==> config.mk <==
export PLATFORM = sky130hd
export DESIGN_NAME = dpa_arbiter
export DESIGN_NICKNAME = d
export VERILOG_FILES = /design/src/rtl/dpa_pkg.sv /design/src/rtl/dpa_match.sv /design/src/rtl/dpa_track.sv /design/src/rtl/dpa_gate.sv /design/src/rtl/dpa_arbiter.sv
export SDC_FILE = /design/constraint.sdc
export NUM_CORES = 1
export LEC_CHECK = 0
export ABC_AREA = 1
export BUFFER_PORTS_ARGS = -buffer_cell sky130_fd_sc_hd__buf_2
export CAP_MARGIN = 20
export CORE_MARGIN = 8
export CORE_UTILIZATION = 55
export DETAILED_ROUTE_END_ITERATION = 12
export PLACE_DENSITY = 0.8
export SLEW_MARGIN = 10
export SYNTH_ARGS = -nofsm -noshare
export SYNTH_HDL_FRONTEND = slang
export SYNTH_HIERARCHICAL = 1
export SYNTH_SLANG_ARGS = --single-unit
==> constraint.sdc <==
create_clock -name clk -period 3.79 [get_ports clk]
set_clock_uncertainty 0.05 [all_clocks]
set_input_delay 0.758 -clock clk [delete_from_list [all_inputs] [get_ports clk]]
set_output_delay 0.758 -clock clk [all_outputs]
set_load 0.05 [all_outputs]
==> src/rtl/dpa_pkg.sv <==
package dpa_pkg;
    typedef enum logic {SIDE_LEFT = 1'b0, SIDE_RIGHT = 1'b1} side_e;
    localparam int NUM_PORTS = 2;
endpackage

==> src/rtl/dpa_match.sv <==
// Same-address detection and "held from last cycle" tests.
module dpa_match #(
    parameter int AW = 11
) (
    input  logic          l_en,
    input  logic [AW-1:0] l_addr,
    input  logic          r_en,
    input  logic [AW-1:0] r_addr,
    input  logic          pl_en,
    input  logic [AW-1:0] pl_addr,
    input  logic          pr_en,
    input  logic [AW-1:0] pr_addr,
    output logic          coll,
    output logic          l_held,
    output logic          r_held
);
    always_comb begin
        coll   = l_en && r_en && (l_addr == r_addr);
        l_held = pl_en && (pl_addr == l_addr);
        r_held = pr_en && (pr_addr == r_addr);
    end
endmodule

==> src/rtl/dpa_track.sv <==
// Registered history of both ports and of the last winner.
module dpa_track
    import dpa_pkg::*;
#(
    parameter int AW = 11
) (
    input  logic          clk,
    input  logic          rst_n,
    input  logic          l_en,
    input  logic [AW-1:0] l_addr,
    input  logic          r_en,
    input  logic [AW-1:0] r_addr,
    input  side_e         win,
    output logic          pl_en,
    output logic [AW-1:0] pl_addr,
    output logic          pr_en,
    output logic [AW-1:0] pr_addr,
    output side_e         p_win
);
    typedef struct packed {
        logic          l_en;
        logic [AW-1:0] l_addr;
        logic          r_en;
        logic [AW-1:0] r_addr;
        side_e         win;
    } trk_t;

    trk_t trk_d, trk_q;

    always_comb begin
        trk_d        = trk_q;
        trk_d.l_en   = l_en;
        trk_d.l_addr = l_addr;
        trk_d.r_en   = r_en;
        trk_d.r_addr = r_addr;
        trk_d.win    = win;
    end

    always_ff @(posedge clk or negedge rst_n) begin
        if (!rst_n) begin
            trk_q <= '{l_en: 1'b0, l_addr: '0, r_en: 1'b0, r_addr: '0, win: SIDE_LEFT};
        end else begin
            trk_q <= trk_d;
        end
    end

    assign pl_en   = trk_q.l_en;
    assign pl_addr = trk_q.l_addr;
    assign pr_en   = trk_q.r_en;
    assign pr_addr = trk_q.r_addr;
    assign p_win   = trk_q.win;
endmodule

==> src/rtl/dpa_gate.sv <==
// Per-port busy drive and write gating; mode picks the inhibit source.
module dpa_gate (
    input  logic slave_mode,
    input  logic lose,
    input  logic busy_n_in,
    input  logic en,
    input  logic wr,
    output logic busy_n_out,
    output logic we
);
    logic inhibit;

    always_comb begin
        inhibit    = slave_mode ? !busy_n_in : lose;
        busy_n_out = slave_mode ? 1'b1 : !lose;
        we         = en && wr && !inhibit;
    end
endmodule

==> src/rtl/dpa_arbiter.sv <==
module dpa_arbiter
    import dpa_pkg::*;
#(
    parameter int ADDR_W = 11
) (
    input  logic              clk,
    input  logic              rst_n,
    input  logic              slave_mode,
    input  logic              lft_en,
    input  logic [ADDR_W-1:0] lft_addr,
    input  logic              lft_wr,
    input  logic              rgt_en,
    input  logic [ADDR_W-1:0] rgt_addr,
    input  logic              rgt_wr,
    input  logic              lft_busy_n_in,
    input  logic              rgt_busy_n_in,
    output logic              lft_busy_n,
    output logic              rgt_busy_n,
    output logic              lft_we,
    output logic              rgt_we
);
    logic              pl_en, pr_en;
    logic [ADDR_W-1:0] pl_addr, pr_addr;
    side_e             p_win, win;
    logic              coll, l_held, r_held;

    logic [NUM_PORTS-1:0] en_v, wr_v, bin_v, lose_v, bout_v, we_v;

    dpa_match #(.AW(ADDR_W)) u_match (
        .l_en(lft_en), .l_addr(lft_addr), .r_en(rgt_en), .r_addr(rgt_addr),
        .pl_en(pl_en), .pl_addr(pl_addr), .pr_en(pr_en), .pr_addr(pr_addr),
        .coll(coll), .l_held(l_held), .r_held(r_held)
    );

    // Winner: both still on it -> keep last verdict; only right held -> right; else left.
    always_comb begin
        if (l_held && r_held) begin
            win = p_win;
        end else if (r_held) begin
            win = SIDE_RIGHT;
        end else begin
            win = SIDE_LEFT;
        end
    end

    dpa_track #(.AW(ADDR_W)) u_track (
        .clk(clk), .rst_n(rst_n),
        .l_en(lft_en), .l_addr(lft_addr), .r_en(rgt_en), .r_addr(rgt_addr),
        .win(win),
        .pl_en(pl_en), .pl_addr(pl_addr), .pr_en(pr_en), .pr_addr(pr_addr),
        .p_win(p_win)
    );

    always_comb begin
        en_v   = {rgt_en, lft_en};
        wr_v   = {rgt_wr, lft_wr};
        bin_v  = {rgt_busy_n_in, lft_busy_n_in};
        lose_v = {coll && (win == SIDE_LEFT), coll && (win == SIDE_RIGHT)};
    end

    for (genvar g = 0; g < NUM_PORTS; g++) begin : g_port
        dpa_gate u_gate (
            .slave_mode(slave_mode), .lose(lose_v[g]), .busy_n_in(bin_v[g]),
            .en(en_v[g]), .wr(wr_v[g]),
            .busy_n_out(bout_v[g]), .we(we_v[g])
        );
    end

    assign lft_busy_n = bout_v[0];
    assign rgt_busy_n = bout_v[1];
    assign lft_we     = we_v[0];
    assign rgt_we     = we_v[1];
endmodule

==> flow_metrics.tcl <==
set metrics [dict create \
    ir_drop_mv 0.358 \
    max_freq_mhz 355 \
    tightest_slew_ns 0.541 \
    hold_class "in2async" \
    switching_power_mw 0.140 \
    power.density_nw_per_um2 316 \
    die_height_um 65.2 \
    syn_inst 185 \
    initial_core_util_pct 55.7 \
    combPwrFrac_pct 17.8 \
    setup_viol 0 \
    seq_power_share_pct 57.6 \
    clock_path_buffers 2 \
    swShare_pct 28.3 \
    wl_per_cell_um 10.0 \
    netlist_area_um2 1330 \
    clk_pin_slew_worst_paths_ns 0.13 \
    start_kind "input port" \
    cp_max_fo 4 \
    worstSetupStartpoint "lft_addr[8]" \
    async_flop_share_pct 100 \
    core_area_um2 2390 \
    diodes 0 \
    arrival_ns 2.01 \
    p_leak_nw 0.939 \
    cp.required_ns 2.98 \
    cts.htree.levels 1 \
    grt_overflow_total 0 \
    outcome "completed" \
    rows 18 \
    layout-drive-gt1-share_pct 23.8 \
    yosysTopAreaCell "dfrtp_1" \
    synth_most_common_cell "nand2_1" \
    yosysSeqAreaShare_pct 47.0 \
    synth-main-ff-cell "dfrtp_1" \
    dr.pass1.iters 5 \
    synthesis.nets 216 \
    r2r-start "u_track/pl_addr[8]" \
    cts_tree "built" \
    finalCritPeriodShare_pct 74.4 \
    netlist_top_cells_area "dfrtp_1, nand2_1, inv_1, xnor2_1, nor2_1" \
    cts_setup_buffers 0 \
    crit_path_end_kind "output port" \
    ys_seq_elements 25 \
    antenna_left 0 \
    dpl.hpwl_um 2080 \
    die_x_um 65.2 \
    antenna_found_initial 0 \
    rsz0062_at_grt "no" \
    relSlewSlack_pct 64.0 \
    syn_avg_cell_area_um2 7.19 \
    place_area_um2 1540 \
    gp_congestion 0.798 \
    synth_common_cells "nand2_1, inv_1, dfrtp_1, nor2_1, xnor2_1" \
    drv_cap 0 \
    fin_crit_ns 2.82 \
    pwr-share-clk_pct 24.6 \
    num-nets-final 255 \
    slew_violations 0 \
    yosys_warnings 6 \
    postCtsHoldBufs 0 \
    die_area_um2 4250 \
    grt_max_degree 26 \
    area_growth_pct 17.7 \
    clk-insertion-delay-late_ns 0.32 \
    drc 0 \
    vias 1100 \
    hold_ws_ns 0.340 \
    clockRootBuffer "clkbuf_4" \
    pin_count 35 \
    initialDrtViolationCount 41 \
    clock-sinks 25 \
    setup_tns_ns 0 \
    p_int_mw 0.355 \
    synth_edf_count 0 \
    post_cts_resized 0 \
    grt_pass1_vias 1083 \
    design_area_um2 1570 \
    hold_viol_final 0 \
    grt_pass1_wl_um 4490 \
    numCtsBuffers 3 \
    synth_top_area_share_pct 47.0 \
    crit_type "in2out" \
    ys_types 14 \
    port_buffers 34 \
    routed_via_density 4.35 \
    fillers 246 \
    grt_usage_pct 13.2 \
    routed_wl_um 2530 \
]
## worst paths after layout
check / end / slack [ns] / cells past startpoint
hold reg to reg: u_track/p_win / 0.53 / 4
hold / removal: u_track/pl_addr[9] / 0.34 / 1
setup reg to reg: u_track/p_win / 2.59 / 8
min in group clk: u_track/pl_en / 0.51 / 1
max in group asynchronous: u_track/pr_addr[10] / 2.99 / 1
setup / recovery: lft_we / 0.97 / 13
## cells by family after synthesis
logic type	share of synthesized area (%)
flip-flops	47.0
buffers and inverters	13.3
AO/OA/AOI/OAI	1.60
XOR/XNOR	7.90
AND/OR/NAND/NOR	30.2
## stage by stage
step	setup WS [ns]	power (mW)	cells	utilization, %
6_report	0.970	0.495	253	65.6
2_1_floorplan	0.916	0.340	185	-
4_1_cts	0.952	0.498	253	65.6
5_1_grt	0.792	0.521	253	65.6
3_5_place_dp	0.966	0.379	249	64.4
3_3_place_gp	0.947	0.378	249	64.4
## cell type report
| cell class | count | area, µm² | share of cell area [%] |
|---|---|---|---|
| clock buffers | 3 | 22.5 | 1.44 |
| clock inverters | 1 | 5.00 | 0.320 |
| inverters | 47 | 176 | 11.3 |
| multi-input cells | 113 | 528 | 33.7 |
| flip-flops and latches | 25 | 626 | 40.0 |
| well taps | 30 | 37.5 | 2.40 |
| repair buffers | 34 | 170 | 10.9 |
## state kept, by name, summed over array words and instances (netlist names)
name             flops
u_track/p_win        1
u_track/pl_en        1
u_track/pr_en        1
u_track/pl_addr     11
u_track/pr_addr     11
## routing by layer
layer / share of wire [%] / vias up / GRT usage, %
li1: - / 600 / -
met1: 47 / 468 / 16.0
met2: 46 / 30 / 21.5
met3: 7.0 / 2 / 5.78
met4: 0.39 / 0 / 2.45
met5: 0 / - / 0
## power by group through the flow
stage               Clock, mW  Combinational [mW]  Sequential (mW)
floorplan                   0              0.0502            0.289
global placement            0              0.0878            0.290
detailed placement          0              0.0889            0.290
CTS                     0.122              0.0895            0.286
global route            0.133               0.101            0.287
finish                  0.122              0.0880            0.285
## placed cells by master, fill, tap and decap left out, drive strengths merged
master,n
a21oi,1
buf,34
clkbuf,3
clkinv,1
dfrtp,25
inv,47
nand2,73
nand3,4
nand4,1
nor2,19
o21ai,2
o22ai,1
xnor2,9
xor2,3
## worst max-delay path: stages
cell	delay (ns)
buf_2	0.12
xnor2_1	0.18
nand2_1	0.08
nor2_1	0.10
nand2_1	0.07
nor2_2	0.09
nand2_2	0.07
nand2_2	0.07
nor2_2	0.04
nand2_2	0.07
nand2_2	0.05
nor2_2	0.06
buf_2	0.26
No activity file was read; power rests on OpenSTA's default activity.
